File: src/rtl/rstseq_pkg.sv
package rstseq_pkg;
    typedef enum logic [1:0] {
        PH_IDLE  = 2'd0,
        PH_DRIVE = 2'd1,
        PH_WAIT  = 2'd2,
        PH_HOLD  = 2'd3
    } phase_e;

    localparam int NSRC     = 4;
    localparam int SRC_POR  = 0;
    localparam int SRC_PIN  = 1;
    localparam int SRC_CMON = 2;
    localparam int SRC_WDOG = 3;

    typedef struct packed {
        logic wdog;
        logic cmon;
        logic pin;
    } req_t;
endpackage

File: src/rtl/rstseq_pin_sync.sv
module rstseq_pin_sync #(
    parameter int STAGES = 2
) (
    input  logic clk_i,
    input  logic por_ni,
    input  logic pin_i,
    output logic pin_hi_o
);
    typedef struct packed {
        logic [STAGES-1:0] chain;
    } sync_t;

    sync_t sync_d, sync_q;

    always_comb begin
        sync_d = sync_q;
        sync_d.chain = {sync_q.chain[STAGES-2:0], pin_i};
    end

    always_ff @(posedge clk_i or negedge por_ni) begin
        if (!por_ni) sync_q <= '{chain: '1};
        else         sync_q <= sync_d;
    end

    assign pin_hi_o = sync_q.chain[STAGES-1];
endmodule

File: src/rtl/rstseq_req.sv
module rstseq_req
    import rstseq_pkg::*;
(
    input  logic idle_i,
    input  logic pin_hi_i,
    input  logic wdog_i,
    input  logic cmon_fail_i,
    input  logic osc_en_i,
    input  logic full_stop_i,
    output req_t req_o,
    output logic start_o
);
    logic cmon_live;

    always_comb begin
        cmon_live    = osc_en_i & ~full_stop_i;
        req_o.wdog   = wdog_i;
        req_o.cmon   = cmon_fail_i & cmon_live;
        req_o.pin    = idle_i & ~pin_hi_i;
        start_o      = req_o.wdog | req_o.cmon | req_o.pin;
    end
endmodule

File: src/rtl/rstseq_fsm.sv
module rstseq_fsm
    import rstseq_pkg::*;
#(
    parameter int DRIVE_CYC = 512,
    parameter int WAIT_CYC  = 256
) (
    input  logic clk_i,
    input  logic por_ni,
    input  logic start_i,
    input  logic pin_hi_i,
    output logic idle_o,
    output logic drive_o,
    output logic rst_o
);
    localparam int MAXC = (DRIVE_CYC > WAIT_CYC) ? DRIVE_CYC : WAIT_CYC;
    localparam int CW   = $clog2(MAXC + 1);
    localparam logic [CW-1:0] DRIVE_LAST = CW'(DRIVE_CYC - 1);
    localparam logic [CW-1:0] WAIT_LAST  = CW'(WAIT_CYC - 1);

    typedef struct packed {
        phase_e        ph;
        logic [CW-1:0] cnt;
    } seq_t;

    seq_t seq_d, seq_q;

    always_comb begin
        seq_d = seq_q;
        unique case (seq_q.ph)
            PH_IDLE: ;
            PH_DRIVE: begin
                if (seq_q.cnt == DRIVE_LAST) begin
                    seq_d.ph  = PH_WAIT;
                    seq_d.cnt = '0;
                end else begin
                    seq_d.cnt = seq_q.cnt + CW'(1);
                end
            end
            PH_WAIT: begin
                if (seq_q.cnt == WAIT_LAST) begin
                    seq_d.ph  = pin_hi_i ? PH_IDLE : PH_HOLD;
                    seq_d.cnt = '0;
                end else begin
                    seq_d.cnt = seq_q.cnt + CW'(1);
                end
            end
            PH_HOLD: begin
                if (pin_hi_i) seq_d.ph = PH_IDLE;
            end
            default: seq_d.ph = PH_IDLE;
        endcase
        if (start_i) begin
            seq_d.ph  = PH_DRIVE;
            seq_d.cnt = '0;
        end
    end

    always_ff @(posedge clk_i or negedge por_ni) begin
        if (!por_ni) seq_q <= '{ph: PH_DRIVE, cnt: '0};
        else         seq_q <= seq_d;
    end

    assign idle_o  = (seq_q.ph == PH_IDLE);
    assign drive_o = (seq_q.ph == PH_DRIVE);
    assign rst_o   = ~idle_o;

    AST_STRETCH_HOLDS: assert property (@(posedge clk_i) disable iff (!por_ni)
        (rst_o && !pin_hi_i) |=> rst_o);
    AST_START_RESTARTS: assert property (@(posedge clk_i) disable iff (!por_ni)
        start_i |=> (drive_o && seq_q.cnt == '0));
    AST_DRIVE_END_IN_RESET: assert property (@(posedge clk_i) disable iff (!por_ni)
        $fell(drive_o) |-> rst_o);
endmodule

File: src/rtl/rstseq_cause.sv
module rstseq_cause
    import rstseq_pkg::*;
(
    input  logic            clk_i,
    input  logic            por_ni,
    input  req_t            ev_i,
    input  logic            clr_we_i,
    input  logic [NSRC-1:0] clr_mask_i,
    output logic [NSRC-1:0] cause_o
);
    typedef struct packed {
        logic [NSRC-1:0] flags;
    } cause_t;

    cause_t cause_d, cause_q;
    logic   any_set;

    always_comb begin
        cause_d = cause_q;
        if (clr_we_i) cause_d.flags = cause_q.flags & ~clr_mask_i;
        if (ev_i.pin)  cause_d.flags[SRC_PIN]  = 1'b1;
        if (ev_i.cmon) cause_d.flags[SRC_CMON] = 1'b1;
        if (ev_i.wdog) cause_d.flags[SRC_WDOG] = 1'b1;
        any_set = ev_i.pin | ev_i.cmon | ev_i.wdog;
    end

    always_ff @(posedge clk_i or negedge por_ni) begin
        if (!por_ni) cause_q <= '{flags: NSRC'(1) << SRC_POR};
        else         cause_q <= cause_d;
    end

    assign cause_o = cause_q.flags;

    AST_WDOG_FLAG_SET: assert property (@(posedge clk_i) disable iff (!por_ni)
        ev_i.wdog |=> cause_o[SRC_WDOG]);
    AST_FLAGS_STABLE: assert property (@(posedge clk_i) disable iff (!por_ni)
        (!clr_we_i && !any_set) |=> $stable(cause_o));
    AST_POR_FLAG_KEPT: assert property (@(posedge clk_i) disable iff (!por_ni)
        (cause_o[SRC_POR] && !(clr_we_i && clr_mask_i[SRC_POR])) |=> cause_o[SRC_POR]);
endmodule

File: src/rtl/rstseq_top.sv
module rstseq_top
    import rstseq_pkg::*;
#(
    parameter int DRIVE_CYC   = 512,
    parameter int WAIT_CYC    = 256,
    parameter int SYNC_STAGES = 2
) (
    input  logic            clk_i,
    input  logic            por_ni,
    input  logic            pin_i,
    output logic            pin_drive_o,
    input  logic            wdog_i,
    input  logic            cmon_fail_i,
    input  logic            osc_en_i,
    input  logic            full_stop_i,
    input  logic            clr_we_i,
    input  logic [NSRC-1:0] clr_mask_i,
    output logic [NSRC-1:0] cause_o,
    output logic            rst_o
);
    logic pin_hi;
    logic idle;
    logic start;
    req_t req;

    rstseq_pin_sync #(.STAGES(SYNC_STAGES)) u_sync (
        .clk_i    (clk_i),
        .por_ni   (por_ni),
        .pin_i    (pin_i),
        .pin_hi_o (pin_hi)
    );

    rstseq_req u_req (
        .idle_i      (idle),
        .pin_hi_i    (pin_hi),
        .wdog_i      (wdog_i),
        .cmon_fail_i (cmon_fail_i),
        .osc_en_i    (osc_en_i),
        .full_stop_i (full_stop_i),
        .req_o       (req),
        .start_o     (start)
    );

    rstseq_fsm #(.DRIVE_CYC(DRIVE_CYC), .WAIT_CYC(WAIT_CYC)) u_fsm (
        .clk_i    (clk_i),
        .por_ni   (por_ni),
        .start_i  (start),
        .pin_hi_i (pin_hi),
        .idle_o   (idle),
        .drive_o  (pin_drive_o),
        .rst_o    (rst_o)
    );

    rstseq_cause u_cause (
        .clk_i      (clk_i),
        .por_ni     (por_ni),
        .ev_i       (req),
        .clr_we_i   (clr_we_i),
        .clr_mask_i (clr_mask_i),
        .cause_o    (cause_o)
    );

    AST_CMON_GATED: assert property (@(posedge clk_i) disable iff (!por_ni)
        (idle && pin_hi && !wdog_i && cmon_fail_i && (!osc_en_i || full_stop_i))
        |=> !rst_o);
endmodule

File: config.mk
export PLATFORM = sky130hd
export DESIGN_NAME = rstseq_top
export DESIGN_NICKNAME = d
export VERILOG_FILES = /design/src/rtl/rstseq_pkg.sv /design/src/rtl/rstseq_pin_sync.sv /design/src/rtl/rstseq_req.sv /design/src/rtl/rstseq_fsm.sv /design/src/rtl/rstseq_cause.sv /design/src/rtl/rstseq_top.sv
export SDC_FILE = /design/constraint.sdc
export NUM_CORES = 1
export LEC_CHECK = 0
export ABC_AREA = 1
export BUFFER_PORTS_ARGS = -buffer_cell sky130_fd_sc_hd__buf_2
export CAP_MARGIN = 20
export CELL_PAD_IN_SITES_DETAIL_PLACEMENT = 1
export CELL_PAD_IN_SITES_GLOBAL_PLACEMENT = 2
export CORE_ASPECT_RATIO = 1.25
export CORE_MARGIN = 10
export CORE_UTILIZATION = 34
export DETAILED_ROUTE_END_ITERATION = 12
export PLACE_DENSITY = 0.89
export SYNTH_ARGS = -nofsm -noshare
export SYNTH_HDL_FRONTEND = slang
export SYNTH_SLANG_ARGS = --single-unit
File: constraint.sdc
create_clock -name clk_i -period 3 [get_ports clk_i]
set_input_delay 0.15 -clock clk_i [delete_from_list [all_inputs] [get_ports clk_i]]
set_output_delay 0.15 -clock clk_i [all_outputs]
set_load 0.01 [all_outputs]
* Word-level counts from Yosys, hierarchy flattened *
Cells that the tools add are included.

storage, ports and cells
  flip-flop bits (word level) = 18
  latch bits = 0
  RAM bits = 0
  bits in read-only memories = 0
  bits of input ports = 12
  logic and storage cells = 46
  memories kept = 0

cells by class
  add/subtract/negate cells = 1
  $mul = 0
  div/mod/pow operators = 0
  order comparisons = 0
  eq/ne operators = 8
  shift-type cells = 0
  mux-type cells = 13
  bitwise operators = 10
  reductions and logical operators = 7

operators by type and width
  kind                     count
  $mux W10                 2
  $pmux W10 S2             1
  $mux W12                 1
  $add A10 B1 Y10 const B  1
  $eq A10 B8 Y1 const B    1
  $eq A10 B9 Y1 const B    1
  $mux W2                  4
  $pmux W2 S3              1
  $reduce_bool A2 Y1       3
  $and A4 B4 Y4            1
  $eq A2 B2 Y1 const B     2
  $mux W4                  1
  $not A4 Y4               1
  $reduce_and A4 Y1        1
  $reduce_bool A4 Y1       1
  $and A1 B1 Y1            3
  $mux W1                  3
  $ne A3 B1 Y1 const B     1
  $ne A3 B2 Y1 const B     1
  $ne A3 B3 Y1 const B     1
  $not A1 Y1               3
  $reduce_bool A3 Y1       1
  $eq A2 B1 Y1 const B     1
  $logic_not A2 Y1         1
  $or A1 B1 Y1             2

* Logic depth before layout (Yosys ltp) *
Gate-level depths: netlist of the first run.

  depth after elaboration = 7
  gate-level depth with buffers = 9
  depth with buffers taken out = 9

* Hierarchy *
From an unflattened synthesis of the first run, not the netlist that was laid out.

unflattened totals
  cell total of the unflattened synthesis = 132
  area total of the unflattened synthesis = 1069.8 um^2

by module, submodules not included
  module           times used  cells an instance  area an instance (um^2)
  rstseq_fsm       1           104                810.8
  rstseq_cause     1           17                 153.9
  rstseq_pin_sync  1           2                  52.6
  rstseq_req       1           9                  52.6

* Least setup slack after synthesis of the first run *
OpenSTA, ideal clock, no wires.

  kind = flip-flop to flip-flop
  from = register u_fsm.seq_q[10] (netlist bit)
  to = register u_fsm.seq_q[5] (netlist bit)
  library setup time = 123 ps
  arrival = 1429 ps
  slack = 1448 ps
  stages on the path, launching flop included = 8
  path buffers = 0
  path through = dfstp_2 -> inv_1 -> ha_1 -> inv_1 -> nand3_2 -> a21o_1 -> nand2_1 -> a21oi_1

on the way
  cells in the longest elaborated chain, start to end = 4

ends and longest elaborated chain
  what                                                                    RTL line          text
  start, declared                                                         rstseq_fsm.sv:25  seq_t seq_d, seq_q;
  start signal, assigned                                                  rstseq_fsm.sv:59  if (!por_ni) seq_q <= '{ph: PH_DRIVE, cnt: '0};
  start signal, assigned                                                  rstseq_fsm.sv:60  else seq_q <= seq_d;
  $logic_not A2 Y1                                                        rstseq_fsm.sv:63  assign idle_o = (seq_q.ph == PH_IDLE);
  $and A1 B1 Y1                                                           rstseq_req.sv:19  req_o.pin = idle_i & ~pin_hi_i;
  $or A1 B1 Y1                                                            rstseq_req.sv:20  start_o = req_o.wdog | req_o.cmon | req_o.pin;
  $reduce_bool A3 Y1 (no source line) / $mux W12 (equally long branches)  n/a

Parallel ways exist; a longest one is shown, timed or not.
A chain may end at the register's enable or synchronous reset.

* Worst setup path after layout of the first run *
  from = register u_fsm.seq_q[10] (netlist bit)
  to = register u_fsm.seq_q[2] (netlist bit)

Same word-level chain as after synthesis.

==> results of run 1 <==
synthesized netlist by cell type, drive strengths merged, types with 2 or more instances:
| cell | number | area [µm²] |
|---|---|---|
| nor3 | 2 | 21.27 |
| nand4 | 11 | 75.07 |
| nand3 | 10 | 77.58 |
| nand2 | 50 | 197.7 |
| nor2 | 11 | 53.80 |
| o21ai | 3 | 15.01 |
| dfstp | 4 | 105.1 |
| ha | 5 | 62.56 |
| a21o | 2 | 15.01 |
| nand3b | 2 | 18.77 |
| inv | 20 | 75.07 |
| a21oi | 6 | 41.29 |
| dfrtp | 14 | 350.3 |
metrics by stage:
| stage | util (%) | hold slack, ns | setup WS [ns] | instances |
|---|---|---|---|---|
| floorplan | - | -0.1456 | 1.448 | 143 |
| CTS | 41.79 | 0.03729 | 1.185 | 203 |
| global placement | 39.44 | 0.1072 | 1.261 | 197 |
| detailed placement | 39.44 | 0.1206 | 1.199 | 197 |
| finish | 41.79 | 0.04000 | 1.193 | 203 |
| global route | 41.79 | 0.03624 | 1.050 | 203 |
state kept, by name (all words and copies together) (netlist names):
name	flops
u_cause.cause_o	4
u_fsm.seq_q	12
u_sync.sync_q	2
final cells by class:
type,count,area [µm²]
tap,37,46.29
timing repair buffer,19,105.1
sequential,18,455.4
clock buffer,4,55.05
multi-input combinational,104,594.3
inverter,21,78.83
fill,405,1859
where the power goes:
part	switching (mW)	internal, mW	leakage, nW
combinational	0.218	0.114	0.449
sequential	0.0377	0.285	0.229
clock	0.0894	0.117	0.0288
what timing repair did:
action                     CTS  global route
hold buffers                 2             0
setup endpoints to repair    0             0
hold endpoints to repair    15             0
layout by cell type, fill, tap and decap left out, types with 2 or more instances in the layout:
cell           count
a21o_1             2
a21oi_1            5
buf_2             17
clkbuf_8           4
dfrtp_1           14
dfstp_2            4
dlygate4sd3_1      2
ha_1               5
inv_1             16
inv_2              4
nand2_1           46
nand2_2            4
nand3_1            6
nand3_2            3
nand4_1           10
nor2_1             8
nor2_2             2
o21ai_0            3
cells by family after synthesis:
| family | after synthesis | synth area share, % |
|---|---|---|
| flops | 18 | 40.36 |
| fa+ha+maj | 5 | 5.543 |
| simple gates | 86 | 39.36 |
| compound gates | 13 | 7.760 |
| buf+inv | 21 | 6.984 |
critical path: stages (launching register included):
cell	delay (ns)
dfstp_2	0.56
inv_1	0.07
ha_1	0.40
inv_1	0.14
nand3_2	0.19
inv_1	0.21
nand2_1	0.08
o41ai_1	0.06
per-layer routing:
| layer | vias to the layer above | global-route usage, % | wire length (µm) |
|---|---|---|---|
| li1 | 510 | - | - |
| met1 | 500 | 10.84 | 1157 |
| met2 | 14 | 20.42 | 1687 |
| met3 | 7 | 2.591 | 125 |
| met4 | 0 | 5.996 | 80 |
| met5 | - | 0 | 0 |
worst paths after layout:
check / from / endpoint / slack, ns / cells past startpoint
setup / recovery: u_fsm.seq_q[10]$_DFFE_PN1P_ / u_fsm.seq_q[2]$_DFFE_PN0P_ / 1.19 / 7
hold / removal: clr_mask_i[0] / u_cause.cause_o[0]$_DFFE_PN1P_ / 0.04 / 2
setup reg to reg: u_fsm.seq_q[10]$_DFFE_PN1P_ / u_fsm.seq_q[2]$_DFFE_PN0P_ / 1.19 / 7
hold reg to reg: u_sync.sync_q[0]$_DFF_PN1_ / u_sync.sync_q[1]$_DFF_PN1_ / 0.36 / 0
max in group asynchronous: por_ni / u_sync.sync_q[0]$_DFF_PN1_ / 2.28 / 2
min in group asynchronous: por_ni / u_fsm.seq_q[7]$_DFFE_PN0P_ / 0.38 / 2
==> key figures, run 1 <==
Run status
  • Outcome: finished clean

Timing
  • RSZ-0062 raised after global routing: false
  • Worst Skew: 0.008949 ns
  • Slew @ Worst Pin: between 0.4 and 0.5 ns
  • Setup TNS Final: 0 ns
  • Fmax: between 0.5 and 0.6 GHz
  • # setup viols final: 0
  • Normalized max-slew margin: 70.71%
  • Final Hold Vio Count: 0
  • Crit share post-route: about three fifths
  • Final Slew Violations: 0
  • Minimum clock period: about 1.8 ns

Logic synthesis
  • Syn avg cell area: 7.892 µm²
  • Syn_nets: between 150 and 200
  • Synthesis-stage register bit count: 18
  • Netlist cell types: 26
  • YS warnings: 0
  • Main flop type after synthesis: dfrtp_1
  • Mapped Cells: between 100 and 150
  • Mapped Area: around 0.0011 mm²
  • Seq/Total Area, Yosys: ~40%
  • Async S/R FF share, synth: between 90% and 100%
  • EDFF count, synth: 0

CTS
  • CTS clk-pin slew, worst paths: 0.08 ns
  • CTS Buf Count: 3
  • TritonCTS clock tree: done
  • H-tree Lvls: 1
  • Max Buffers Root-to-Sink: 2
  • Sink Count: 18
  • CTS resizes: 0
  • Clk Latency, worst-skew pair: ~0.26 ns
  • Setup Fix Bufs, Post-CTS: 0
  • Root buf cell: clkbuf_8

Layout
  • N_diodes: 0
  • Layout cell share with drive strength beyond 1: 26.51%
  • Net count, final: 184
  • Final Instance Area: between 0.001 and 0.0015 mm²
  • Synthesis-to-finish area growth: 18.29%

Detailed routing
  • DRT Pass-1 Iters: 4
  • Iter 0 DRT Violations: 31
  • Total number of vias: approximately 1,000
  • Post-Route WL: between 3 and 4 mm
  • Wire per inst: 15.03 µm
  • # DRC: 0
  • Antenna viol nets, final: 0
  • Vias per inst: about 5

Worst setup path
  • Maximum fanout along the worst path: 8
  • Crit path launch type: flip-flop
  • Setup CP Type: reg -> reg
  • Critical Path RT: roughly 3.2 ns
  • CP arrival: slightly below 2 ns
  • Worst Setup End Kind: flip-flop

Global route
  • Initial antenna violation count: 0
  • Number of global-route vias before repair: 1,155
  • Gr usage total: 11.05%
  • Total congestion overflow: 0
  • Largest net degree at the start of global routing: 19
  • Global-route wire length before repair: roughly 5.4 mm

Hold path
  • Worst hold path class: in -> reg

Floorplanning
  • Die extent in x: 71.53 µm
  • Initial Utilization: 35.33%
  • Die Y: about 84 µm
  • Die ar.: approximately 0.0060 mm²
  • Rows: 23
  • IO Count: 18
  • Core ar.: roughly 0.0032 mm²

Pwr
  • Peak VDD IR: ~0.33 mV
  • Power Total: around 0.86 mW
  • Pleak: between 0.7 and 0.8 nW
  • Pwr Density: 645.3 mW/mm²

Placement
  • GPL Wtd Cong: 0.8468
  • PortBufs: 17
  • Placed cell area: 0.001260 mm²
  • DP Wirelength: between 2 and 3 mm

Flow run
  • Max-Cap Viols: 0
(Power assumes the default switching activity.)
==> inputs of run 2 (changes only) <==
Settings changed: CORE_UTILIZATION 34 to 32, PLACE_DENSITY 0.89 to 0.85.
Clock period 3 ns to 1.82 ns, I/O delays scaled along.
==> key figures, run 2 (synthesized netlist as in run 1, its figures left out) <==
Timing
  • Fmax: 0.5939 GHz (was 0.5534 GHz)
  • Worst Skew: 0.006914 ns (was 0.008949 ns)
  • Normalized max-slew margin: 70.10% (was 70.71%)
  • Setup ws final: 0.1363 ns (was 1.193 ns)
  • Crit share post-route: 92.51% (was 60.24%)
  • # setup viols final: 0 (unchanged)
  • Fin Hold WS: 0.02884 ns (was 0.04000 ns)
  • Final Hold Vio Count: 0 (unchanged)
  • Slew @ Worst Pin: 0.4485 ns (was 0.4393 ns)
  • Minimum clock period: 1.684 ns (was 1.807 ns)
  • Final Slew Violations: 0 (unchanged)

CTS
  • H-tree Lvls: 1 (unchanged)
  • TritonCTS clock tree: done (unchanged)
  • Sink Count: 18 (unchanged)
  • Max Buffers Root-to-Sink: 2 (unchanged)
  • Root buf cell: clkbuf_8 (unchanged)
  • CTS clk-pin slew, worst paths: 0.08 ns (about the same)
  • Clk Latency, worst-skew pair: 0.27 ns (was 0.26 ns)
  • CTS Buf Count: 3 (unchanged)

Flow run
  • Max-Cap Viols: 0 (unchanged)

Placement
  • PortBufs: 17 (unchanged)
  • GPL Wtd Cong: 0.7869 (was 0.8468)
  • Placed cell area: 0.001270 mm² (was 0.001260 mm²)
  • DP Wirelength: 2.543 mm (was 2.506 mm)
  • Post-place setup slack: 0.06030 ns (was 1.199 ns)

Worst setup path
  • Critical path's slowest cell: dfstp_2 (unchanged)
  • Worst Setup End Kind: flip-flop (unchanged)
  • Setup CP Type: reg -> reg (unchanged)
  • Max stage delay on crit path: 0.56 ns (about the same)
  • Most used cell, CP: nand2_1 (was inv_1)
  • Crit path buf inv count: 3 (unchanged)
  • Critical Path RT: 2.01 ns (was 3.16 ns)
  • Maximum fanout along the worst path: 6 (was 8)
  • Crit path launch type: flip-flop (unchanged)
  • CP delay by family, top: flip-flops (unchanged)
  • CP arrival: 1.88 ns (was 1.97 ns)
  • Crit-path cells: inv_1, ha_1, a21oi_4, nand2_2, inv_4, nand2_1, inv_2, nand2_1, a21oi_1 (was inv_1, ha_1, inv_1, nand3_2, inv_1, nand2_1, o41ai_1)

Layout
  • Synthesis-to-finish area growth: 21.95% (was 18.29%)
  • Most frequent cells in the layout: nand2_1, buf_2, inv_1, dfrtp_1, nand4_1 (unchanged)
  • Net count, final: 188 (was 184)
  • Max FFs per register: 12 (unchanged)
  • Final Instance Area: 0.001376 mm² (was 0.001335 mm²)
  • N_diodes: 0 (unchanged)
  • Largest Register: u_fsm.seq_q (unchanged)
  • Fill cells: 431 (was 405)
  • Commonest non-fill, non-tap cell in the layout: nand2_1 (unchanged)
  • Layout cell share with drive strength beyond 1: 28.24% (was 26.51%)
  • FF+latch area: 455.4 µm² (unchanged)
  • Multi-input logic area: 598.1 µm² (was 594.3 µm²)

Pwr
  • Sequential share of power: 36.4% (was 37.5%)
  • Peak VDD IR: 0.6941 mV (was 0.3298 mV)
  • Switch share: 39.86% (was 40.12%)
  • Net switching power: 0.5820 mW (was 0.3456 mW)
  • Logic gate share of total power: 39.9% (was 38.6%)
  • Cell internal pwr: 0.8782 mW (was 0.5159 mW)
  • Pwr Density: 1061 mW/mm² (was 645.3 mW/mm²)
  • Clock share of power: 23.6% (was 23.9%)
  • Pleak: 0.7242 nW (was 0.7058 nW)

Floorplanning
  • Rows: 24 (was 23)
  • Initial Utilization: 32.68% (was 35.33%)
  • Die Y: 86.40 µm (was 84.42 µm)
  • Die ar.: 0.006317 mm² (was 0.006038 mm²)
  • Core ar.: 0.003453 mm² (was 0.003194 mm²)
  • Die extent in x: 73.12 µm (was 71.53 µm)
  • IO Count: 18 (unchanged)

Hold path
  • Worst hold path class: in -> reg (unchanged)

Detailed routing
  • Post-Route WL: 3.082 mm (was 3.051 mm)
  • # DRC: 0 (unchanged)
  • Vias per inst: 5.010 (was 5.079)
  • DRT Pass-1 Iters: 4 (unchanged)
  • Wire per inst: 14.75 µm (was 15.03 µm)
  • Iter 0 DRT Violations: 42 (was 31)
  • Antenna viol nets, final: 0 (unchanged)
  • Total number of vias: 1,047 (was 1,031)

Run status
  • Outcome: finished clean (unchanged)

Global route
  • Total congestion overflow: 0 (unchanged)
  • Largest net degree at the start of global routing: 19 (unchanged)
  • Initial antenna violation count: 0 (unchanged)
  • Global-route wire length before repair: 5.485 mm (was 5.416 mm)
  • Number of global-route vias before repair: 1,183 (was 1,155)
  • Gr usage total: 10.84% (was 11.05%)
==> run 2: cell count changes in the layout (fill, tap and decap cells not counted) <==
cell	before	now
buf_4	0	3
a21oi_1	5	4
a21oi_2	0	1
dlygate4sd3_1	2	3
inv_2	4	3
inv_4	0	1
==> run 2: power by group through the flow <==
| stage | combinational [mW] | clock (mW) | sequential [mW] |
|---|---|---|---|
| global placement | 0.543 | 0 | 0.535 |
| CTS | 0.582 | 0.354 | 0.533 |
| finish | 0.583 | 0.345 | 0.532 |
| detailed placement | 0.575 | 0 | 0.541 |
| floorplan | 0.373 | 0 | 0.534 |
| global route | 0.670 | 0.369 | 0.542 |
==> run 2: routing by layer <==
layer	global-route usage (%)	share of wire, %
met3	3.089	4.8
met5	0	0
met1	10.35	38
met4	5.190	2.3
met2	20.28	55
==> run 2: final timing paths <==
kind                                              from                              to  slack (ns)  depth (start not counted)
max in group asynchronous                       por_ni      u_sync.sync_q[0]$_DFF_PN1_        1.18                          2
min in group asynchronous                       por_ni      u_fsm.seq_q[2]$_DFFE_PN0P_        0.30                          2
min                                           clr_we_i  u_cause.cause_o[0]$_DFFE_PN1P_        0.03                          2
max                        u_fsm.seq_q[10]$_DFFE_PN1P_      u_fsm.seq_q[8]$_DFFE_PN0P_        0.14                          9
max reg2reg                u_fsm.seq_q[10]$_DFFE_PN1P_      u_fsm.seq_q[8]$_DFFE_PN0P_        0.14                          9
min reg2reg                 u_sync.sync_q[0]$_DFF_PN1_      u_sync.sync_q[1]$_DFF_PN1_        0.36                          0
==> run 2: timing repair <==
action / CTS / global route
buffers inserted: 0 / 2
hold buffers: 3 / 0
endpoints found under the hold margin: 16 / 0
setup endpoints to repair: 0 / 6
gates resized for setup: 0 / 2
==> run 2: stage by stage <==
stage               util (%)   TNS (ns)  std cells  power [mW]
floorplan                  -          0        143      0.9068
global placement       36.78          0        200       1.078
detailed placement     36.78          0        200       1.116
CTS                    39.24          0        207       1.469
global route           39.86  -0.004484        209       1.581
finish                 39.86          0        209       1.460
==> run 2: worst reg2reg max path, stage by stage (launching register included) <==
cell     delay [ns]
dfstp_2        0.56
inv_1          0.07
ha_1           0.24
a21oi_4        0.18
nand2_2        0.11
inv_4          0.08
nand2_1        0.07
inv_2          0.11
nand2_1        0.06
a21oi_1        0.13
==> run 2: area by class of cell <==
class / count / share of cell area, %
tap: 39 / 3.545
sequential: 18 / 33.09
inverter: 21 / 5.909
clock buffer: 4 / 4.000
timing repair buffer: 23 / 10.00
multi-input combinational: 104 / 43.45
